## src/rtl/rtc_bcd_pkg.sv

```systemverilog
package rtc_bcd_pkg;
    localparam int NREG  = 8;
    localparam int RW    = 8;
    localparam int IMG_W = NREG * RW;

    typedef logic [NREG-1:0][RW-1:0] bank_t;

    localparam int IX_HUND = 0;
    localparam int IX_SEC  = 1;
    localparam int IX_MIN  = 2;
    localparam int IX_HOUR = 3;
    localparam int IX_DAY  = 4;
    localparam int IX_DATE = 5;
    localparam int IX_MON  = 6;
    localparam int IX_YEAR = 7;

    localparam int HOUR_FMT12_BIT = 7;
    localparam int HOUR_PM_BIT    = 5;
    localparam int DAY_HALT_BIT   = 5;
    localparam int DAY_IGN_BIT    = 4;

    // kept bits per register, year first
    localparam bank_t KEEP_MASK  = {8'hFF, 8'h1F, 8'h3F, 8'h37, 8'hBF, 8'h7F, 8'h7F, 8'hFF};
    localparam bank_t RESET_BANK = {8'h00, 8'h01, 8'h01, 8'h31, 8'h00, 8'h00, 8'h00, 8'h00};

    function automatic logic [7:0] bcd_inc(input logic [7:0] v);
        if (v[3:0] >= 4'd9) return {v[7:4] + 4'd1, 4'd0};
        else                return {v[7:4], v[3:0] + 4'd1};
    endfunction

    // returns {wrapped, next value}
    function automatic logic [8:0] bcd_wrap(input logic [7:0] v,
                                            input logic [7:0] last,
                                            input logic [7:0] first);
        if (v >= last) return {1'b1, first};
        else           return {1'b0, bcd_inc(v)};
    endfunction

    function automatic logic year_is_leap(input logic [7:0] y);
        if (y[4] == 1'b0) return (y[3:0] == 4'd0) || (y[3:0] == 4'd4) || (y[3:0] == 4'd8);
        else              return (y[3:0] == 4'd2) || (y[3:0] == 4'd6);
    endfunction

    function automatic logic [7:0] month_last(input logic [7:0] m, input logic [7:0] y);
        case (m)
            8'h02:                      return year_is_leap(y) ? 8'h29 : 8'h28;
            8'h04, 8'h06, 8'h09, 8'h11: return 8'h30;
            default:                    return 8'h31;
        endcase
    endfunction
endpackage

```

## src/rtl/rtc_calendar_next.sv

```systemverilog
module rtc_calendar_next
    import rtc_bcd_pkg::*;
(
    input  bank_t cur_i,
    output bank_t nxt_o
);
    logic       c_sec, c_min, c_hour, c_day, c_mon, c_year;
    logic [8:0] w_hund, w_sec, w_min, w_h24, w_date, w_mon;
    logic [7:0] hr12, hr12_n, day_b, day_n;
    logic       pm, pm_n;

    always_comb begin
        nxt_o  = cur_i;
        c_sec  = 1'b0;
        c_min  = 1'b0;
        c_hour = 1'b0;
        c_day  = 1'b0;
        c_mon  = 1'b0;
        c_year = 1'b0;
        hr12   = cur_i[IX_HOUR] & 8'h1F;
        hr12_n = hr12;
        pm     = cur_i[IX_HOUR][HOUR_PM_BIT];
        pm_n   = pm;
        day_b  = cur_i[IX_DAY] & 8'h07;
        day_n  = (day_b >= 8'h07) ? 8'h01 : day_b + 8'h01;

        w_hund = bcd_wrap(cur_i[IX_HUND], 8'h99, 8'h00);
        w_sec  = bcd_wrap(cur_i[IX_SEC] & 8'h7F, 8'h59, 8'h00);
        w_min  = bcd_wrap(cur_i[IX_MIN] & 8'h7F, 8'h59, 8'h00);
        w_h24  = bcd_wrap(cur_i[IX_HOUR] & 8'h3F, 8'h23, 8'h00);
        w_date = bcd_wrap(cur_i[IX_DATE] & 8'h3F,
                          month_last(cur_i[IX_MON], cur_i[IX_YEAR]), 8'h01);
        w_mon  = bcd_wrap(cur_i[IX_MON] & 8'h1F, 8'h12, 8'h01);

        nxt_o[IX_HUND] = w_hund[7:0];
        c_sec          = w_hund[8];

        if (c_sec) begin
            nxt_o[IX_SEC] = w_sec[7:0];
            c_min         = w_sec[8];
        end
        if (c_min) begin
            nxt_o[IX_MIN] = w_min[7:0];
            c_hour        = w_min[8];
        end
        if (c_hour) begin
            if (cur_i[IX_HOUR][HOUR_FMT12_BIT]) begin
                if (hr12 >= 8'h12) begin
                    hr12_n = 8'h01;
                end else if (hr12 == 8'h11) begin
                    hr12_n = 8'h12;
                    pm_n   = ~pm;
                    c_day  = pm;
                end else begin
                    hr12_n = bcd_inc(hr12);
                end
                nxt_o[IX_HOUR] = {2'b10, pm_n, hr12_n[4:0]};
            end else begin
                nxt_o[IX_HOUR] = w_h24[7:0];
                c_day          = w_h24[8];
            end
        end
        if (c_day) begin
            nxt_o[IX_DAY]  = (cur_i[IX_DAY] & 8'h30) | day_n;
            nxt_o[IX_DATE] = w_date[7:0];
            c_mon          = w_date[8];
        end
        if (c_mon) begin
            nxt_o[IX_MON] = w_mon[7:0];
            c_year        = w_mon[8];
        end
        if (c_year) begin
            nxt_o[IX_YEAR] = (cur_i[IX_YEAR] >= 8'h99) ? 8'h00 : bcd_inc(cur_i[IX_YEAR]);
        end
    end
endmodule

```

## src/rtl/rtc_reg_bank.sv

```systemverilog
module rtc_reg_bank
    import rtc_bcd_pkg::*;
(
    input  logic  clk,
    input  logic  rst_n,
    input  logic  tick_i,
    input  logic  load_en_i,
    input  bank_t load_i,
    input  bank_t nxt_i,
    input  logic  snap_en_i,
    output bank_t cur_o,
    output bank_t snap_o
);
    always_ff @(posedge clk or negedge rst_n) begin
        if (!rst_n) begin
            cur_o <= RESET_BANK;
        end else if (load_en_i) begin
            cur_o <= load_i & KEEP_MASK;
        end else if (tick_i && !cur_o[IX_DAY][DAY_HALT_BIT]) begin
            cur_o <= nxt_i;
        end
    end

    always_ff @(posedge clk or negedge rst_n) begin
        if (!rst_n) begin
            snap_o <= '0;
        end else if (snap_en_i) begin
            snap_o <= cur_o;
        end
    end
endmodule

```

## src/rtl/rtc_bcd_core.sv

```systemverilog
module rtc_bcd_core
    import rtc_bcd_pkg::*;
(
    input  logic             clk,
    input  logic             rst_n,
    input  logic             tick_i,
    input  logic             load_en_i,
    input  logic [IMG_W-1:0] load_img_i,
    input  logic             snap_en_i,
    output logic [IMG_W-1:0] snap_img_o,
    input  logic             ext_rst_n_i,
    output logic             xfer_abort_o
);
    bank_t cur_bank, nxt_bank, snap_bank, load_bank;

    assign load_bank  = load_img_i;
    assign snap_img_o = snap_bank;

    rtc_calendar_next u_next (
        .cur_i (cur_bank),
        .nxt_o (nxt_bank)
    );

    rtc_reg_bank u_bank (
        .clk       (clk),
        .rst_n     (rst_n),
        .tick_i    (tick_i),
        .load_en_i (load_en_i),
        .load_i    (load_bank),
        .nxt_i     (nxt_bank),
        .snap_en_i (snap_en_i),
        .cur_o     (cur_bank),
        .snap_o    (snap_bank)
    );

    assign xfer_abort_o = !ext_rst_n_i && !cur_bank[IX_DAY][DAY_IGN_BIT];
endmodule

```

## config.mk

```make
export PLATFORM = sky130hd
export DESIGN_NAME = rtc_bcd_core
export DESIGN_NICKNAME = d
export VERILOG_FILES = /design/src/rtl/rtc_bcd_pkg.sv /design/src/rtl/rtc_calendar_next.sv /design/src/rtl/rtc_reg_bank.sv /design/src/rtl/rtc_bcd_core.sv
export SDC_FILE = /design/constraint.sdc
export NUM_CORES = 1
export LEC_CHECK = 0
export ABC_CLOCK_PERIOD_IN_PS = 4800
export BUFFER_PORTS_ARGS = -buffer_cell sky130_fd_sc_hd__buf_2
export CORE_MARGIN = 10
export CORE_UTILIZATION = 30
export DETAILED_ROUTE_END_ITERATION = 16
export GPL_ROUTABILITY_DRIVEN = 0
export PLACE_DENSITY = 0.49
export RECOVER_POWER = 25
export SLEW_MARGIN = 20
export SYNTH_ARGS = -nofsm -noshare
export SYNTH_HDL_FRONTEND = slang
export SYNTH_SLANG_ARGS = --single-unit
```

## constraint.sdc

```tcl
create_clock -name clk -period 4.8 [get_ports clk]
set_clock_uncertainty 0.1 [all_clocks]
set_input_delay 0.24 -clock clk [delete_from_list [all_inputs] [get_ports clk]]
set_output_delay 0.24 -clock clk [all_outputs]
set_load 0.03 [all_outputs]
```

==> impl_metrics.py <==
metrics = {
    "critical_path": {
        "r2r_start": "u_bank.cur_o[49]$_DFFE_PN0P_",
        "required_ns": 4.99,
        "cp-end-kind": "register",
        "r2r_cells": 13,
        "critical_path_arrival_ns": 4.02,
        "reg2reg_slack_ns": 0.97,
        "path_max_fanout": 11,
        "startpoint_type": "register",
        "timing.rr.end": "u_bank.cur_o[60]$_DFFE_PN0P_",
        "path_class": "reg2reg",
    },
    "sta": {
        "max-slew-margin-rel": -1.301,
        "tightest_slew_ns": 3.452,
        "finalCritPeriodShare": 0.7980,
        "fin_crit_ns": 3.830,
        "max_freq_mhz": 261.1,
        "setup_viol": 0,
        "drv_slew": 60,
        "fin_ws_ns": 0.9697,
        "setup_tns_ns": 0,
        "hold_viol_final": 0,
        "rsz0062_at_grt": "no",
    },
    "logic_synthesis": {
        "synthCells": 581,
        "syn_avg_cell_area_sq_um": 10.95,
        "syn_area_sq_mm": 0.006360,
        "yosysSeqAreaShare": 0.4653,
        "synth_top_area_cell": "dfrtp_1",
        "synth-seq-cells": 118,
        "synthTopCellsByArea": "dfrtp_1, mux2_2, ha_1",
        "yosysWarnings": 0,
        "synthFlopType": "dfrtp_1",
        "yosysTopAreaCellShare": 0.4446,
        "synth_edf_count": 0,
        "yosysUniqueCellTypes": 74,
        "async_flop_share": 1.000,
    },
    "clock_network": {
        "clk_pin_slew_worst_paths_ns": 0.05,
        "cts_buffers": 17,
        "tritoncts": "built",
        "clk_latency_ns": 0.41,
        "root_buffer": "clkbuf_16",
        "post_cts_resized": 0,
        "clock_path_buffers": 2,
        "clock_sinks": 118,
        "htree_levels": 4,
    },
    "power": {
        "total_power_mw": 4.816,
        "ir_drop_mv": 0.2427,
        "p_leak_nw": 3.702,
        "powerDensity_mw_per_mm2": 612.8,
    },
    "hold_path": {
        "min_from": "load_img_i[59]",
        "hold_path.class": "in2reg",
        "whs_path_depth": 3,
        "whs_endpoint": "u_bank.cur_o[59]$_DFFE_PN0P_",
    },
    "routing": {
        "drc_errors": 0,
        "wl_per_cell_um": 17.53,
        "routed_wl_mm": 17.39,
        "vias": 5041,
        "drt-pass1-iter-count": 4,
        "ant_nets": 0,
        "viasPerCell": 5.082,
        "drtIter0Drc": 249,
    },
    "cells_and_area": {
        "final_nets": 820,
        "diodes": 0,
        "synthToLayoutAreaGrowth_pct": 23.59,
        "post-route-util": 0.3751,
        "layout_common_cells": "buf_2, dfrtp_1, mux2_2",
        "n_fill_cell": 2130,
        "final_cells": 992,
        "final_layout_size_suffix_gt1_frac": 0.3347,
        "layout_commonest_cell": "buf_2",
    },
    "placement": {
        "hpwlAfterDp_mm": 12.46,
        "dpl.cell_count": 955,
        "pre_cts_slack_ns": 0.9721,
        "port_buffers": 118,
    },
    "outcome": {
        "outcome": "finished, violations left",
        "violations": "capacitance limit, slew limit",
    },
    "floorplan": {
        "start_util": 0.3035,
        "num_rows": 53,
        "dieHeight_um": 165.6,
        "pin_count": 135,
        "dieWidth_um": 165.6,
        "core_region_area_sq_mm": 0.02096,
        "die_area_sq_mm": 0.02742,
    },
    "global_routing": {
        "antenna_found_initial": 0,
        "overflow": 0,
        "grt_start_max_net_pins": 63,
        "grt_pass1_vias": 5372,
        "grt_pass1_wl_mm": 28.36,
        "grt_use_total": 0.1250,
    },
    "run": {
        "drv_cap": 1,
    },
}
critical path, stage by stage (launching register included):
cell and delay [ns]:
dfrtp_1 0.45, inv_1 0.15, ha_1 0.19, nor2_1 0.05, or3_1 0.30, a21oi_1 0.16
a31oi_1 0.06, o32a_1 0.20, ha_1 0.28, or4b_1 0.53, a2111oi_2 0.39, nor2_1 0.27
nand3_1 0.23, mux2_2 0.36
layer usage:
metal,routed length (um),GRT usage
met1,8019,0.1569
met2,8184,0.1978
met3,950,0.04188
met4,236,0.04045
met5,0,0
sequential cells by signal, indices dropped and copies added, names as in the netlist:
register and count:
u_bank.cur_o 59, u_bank.snap_o 59
synthesized netlist by cell type, types with 6 or more instances:
| library cell | count |
|---|---|
| a21oi_1 | 31 |
| a31oi_1 | 7 |
| nand2b_1 | 6 |
| buf_4 | 6 |
| inv_1 | 35 |
| mux2_2 | 67 |
| a211oi_1 | 6 |
| nand4_1 | 6 |
| a32oi_1 | 9 |
| dfrtp_1 | 113 |
| a22oi_1 | 9 |
| ha_1 | 42 |
| nand3_1 | 15 |
| a221oi_1 | 6 |
| nor2_1 | 26 |
| a22o_1 | 6 |
| o21ai_0 | 30 |
| and2_1 | 9 |
| nand2_1 | 31 |
| mux2i_1 | 9 |
| o31ai_1 | 6 |
| buf_1 | 7 |
| clkbuf_1 | 11 |
power by group:
group	internal, mW	switching [mW]	leakage [nW]
logic	0.737	1.12	1.97
registers	1.36	0.375	1.45
clock network	0.790	0.433	0.275
total	2.89	1.92	3.70
kinds of logic after synthesis:
logic type	synth area share
AO/OA/AOI/OAI	0.1706
XOR/XNOR	0.001377
adder cells (fa/ha/maj)	0.08263
buffers and inverters	0.04466
flip-flops	0.4653
multiplexers	0.1328
other	0.0005896
AND/OR/NAND/NOR	0.1021
per-stage QoR:
| stage | hold slack (ns) | cell area [sq um] |
|---|---|---|
| floorplan | -0.1556 | 6375 |
| global placement | 0.2996 | 7221 |
| detailed placement | 0.3124 | 7221 |
| CTS | 0.004665 | 7864 |
| global route | 0.02733 | 7860 |
| finish | 0.03357 | 7860 |
how the worst max path moves through the flow:
stage                                             from                           end  slack, ns  depth (start not counted)
final                     u_bank.cur_o[49]$_DFFE_PN0P_  u_bank.cur_o[60]$_DFFE_PN0P_       0.97                         13
after global routing      u_bank.cur_o[49]$_DFFE_PN0P_  u_bank.cur_o[63]$_DFFE_PN0P_       0.76                         13
after CTS                 u_bank.cur_o[49]$_DFFE_PN0P_  u_bank.cur_o[60]$_DFFE_PN0P_       0.97                         13
after detailed placement  u_bank.cur_o[49]$_DFFE_PN0P_  u_bank.cur_o[60]$_DFFE_PN0P_       0.97                         13
after global placement    u_bank.cur_o[49]$_DFFE_PN0P_  u_bank.cur_o[63]$_DFFE_PN0P_       1.06                         13
after floorplan           u_bank.cur_o[49]$_DFFE_PN0P_  u_bank.cur_o[56]$_DFFE_PN0P_       1.44                         15
timing repair:
| item | 4_1_cts | 5_1_grt |
|---|---|---|
| buffers inserted | 0 | 0 |
| hold buffers | 9 | 0 |
| hold endpoints to repair | 65 | 0 |
area by class of cell:
cell class	instances	area [sq um]	share of cell area
Clock inverter	5	75.07	0.009551
Sequential cell	118	2959	0.3765
Multi-Input combinational cell	401	3137	0.3991
Timing Repair Buffer	134	732.0	0.09312
Clock buffer	23	478.0	0.06081
Tap cell	275	344.1	0.04378
Inverter	36	135.1	0.01719
No activity file was read; power rests on OpenSTA's default activity.
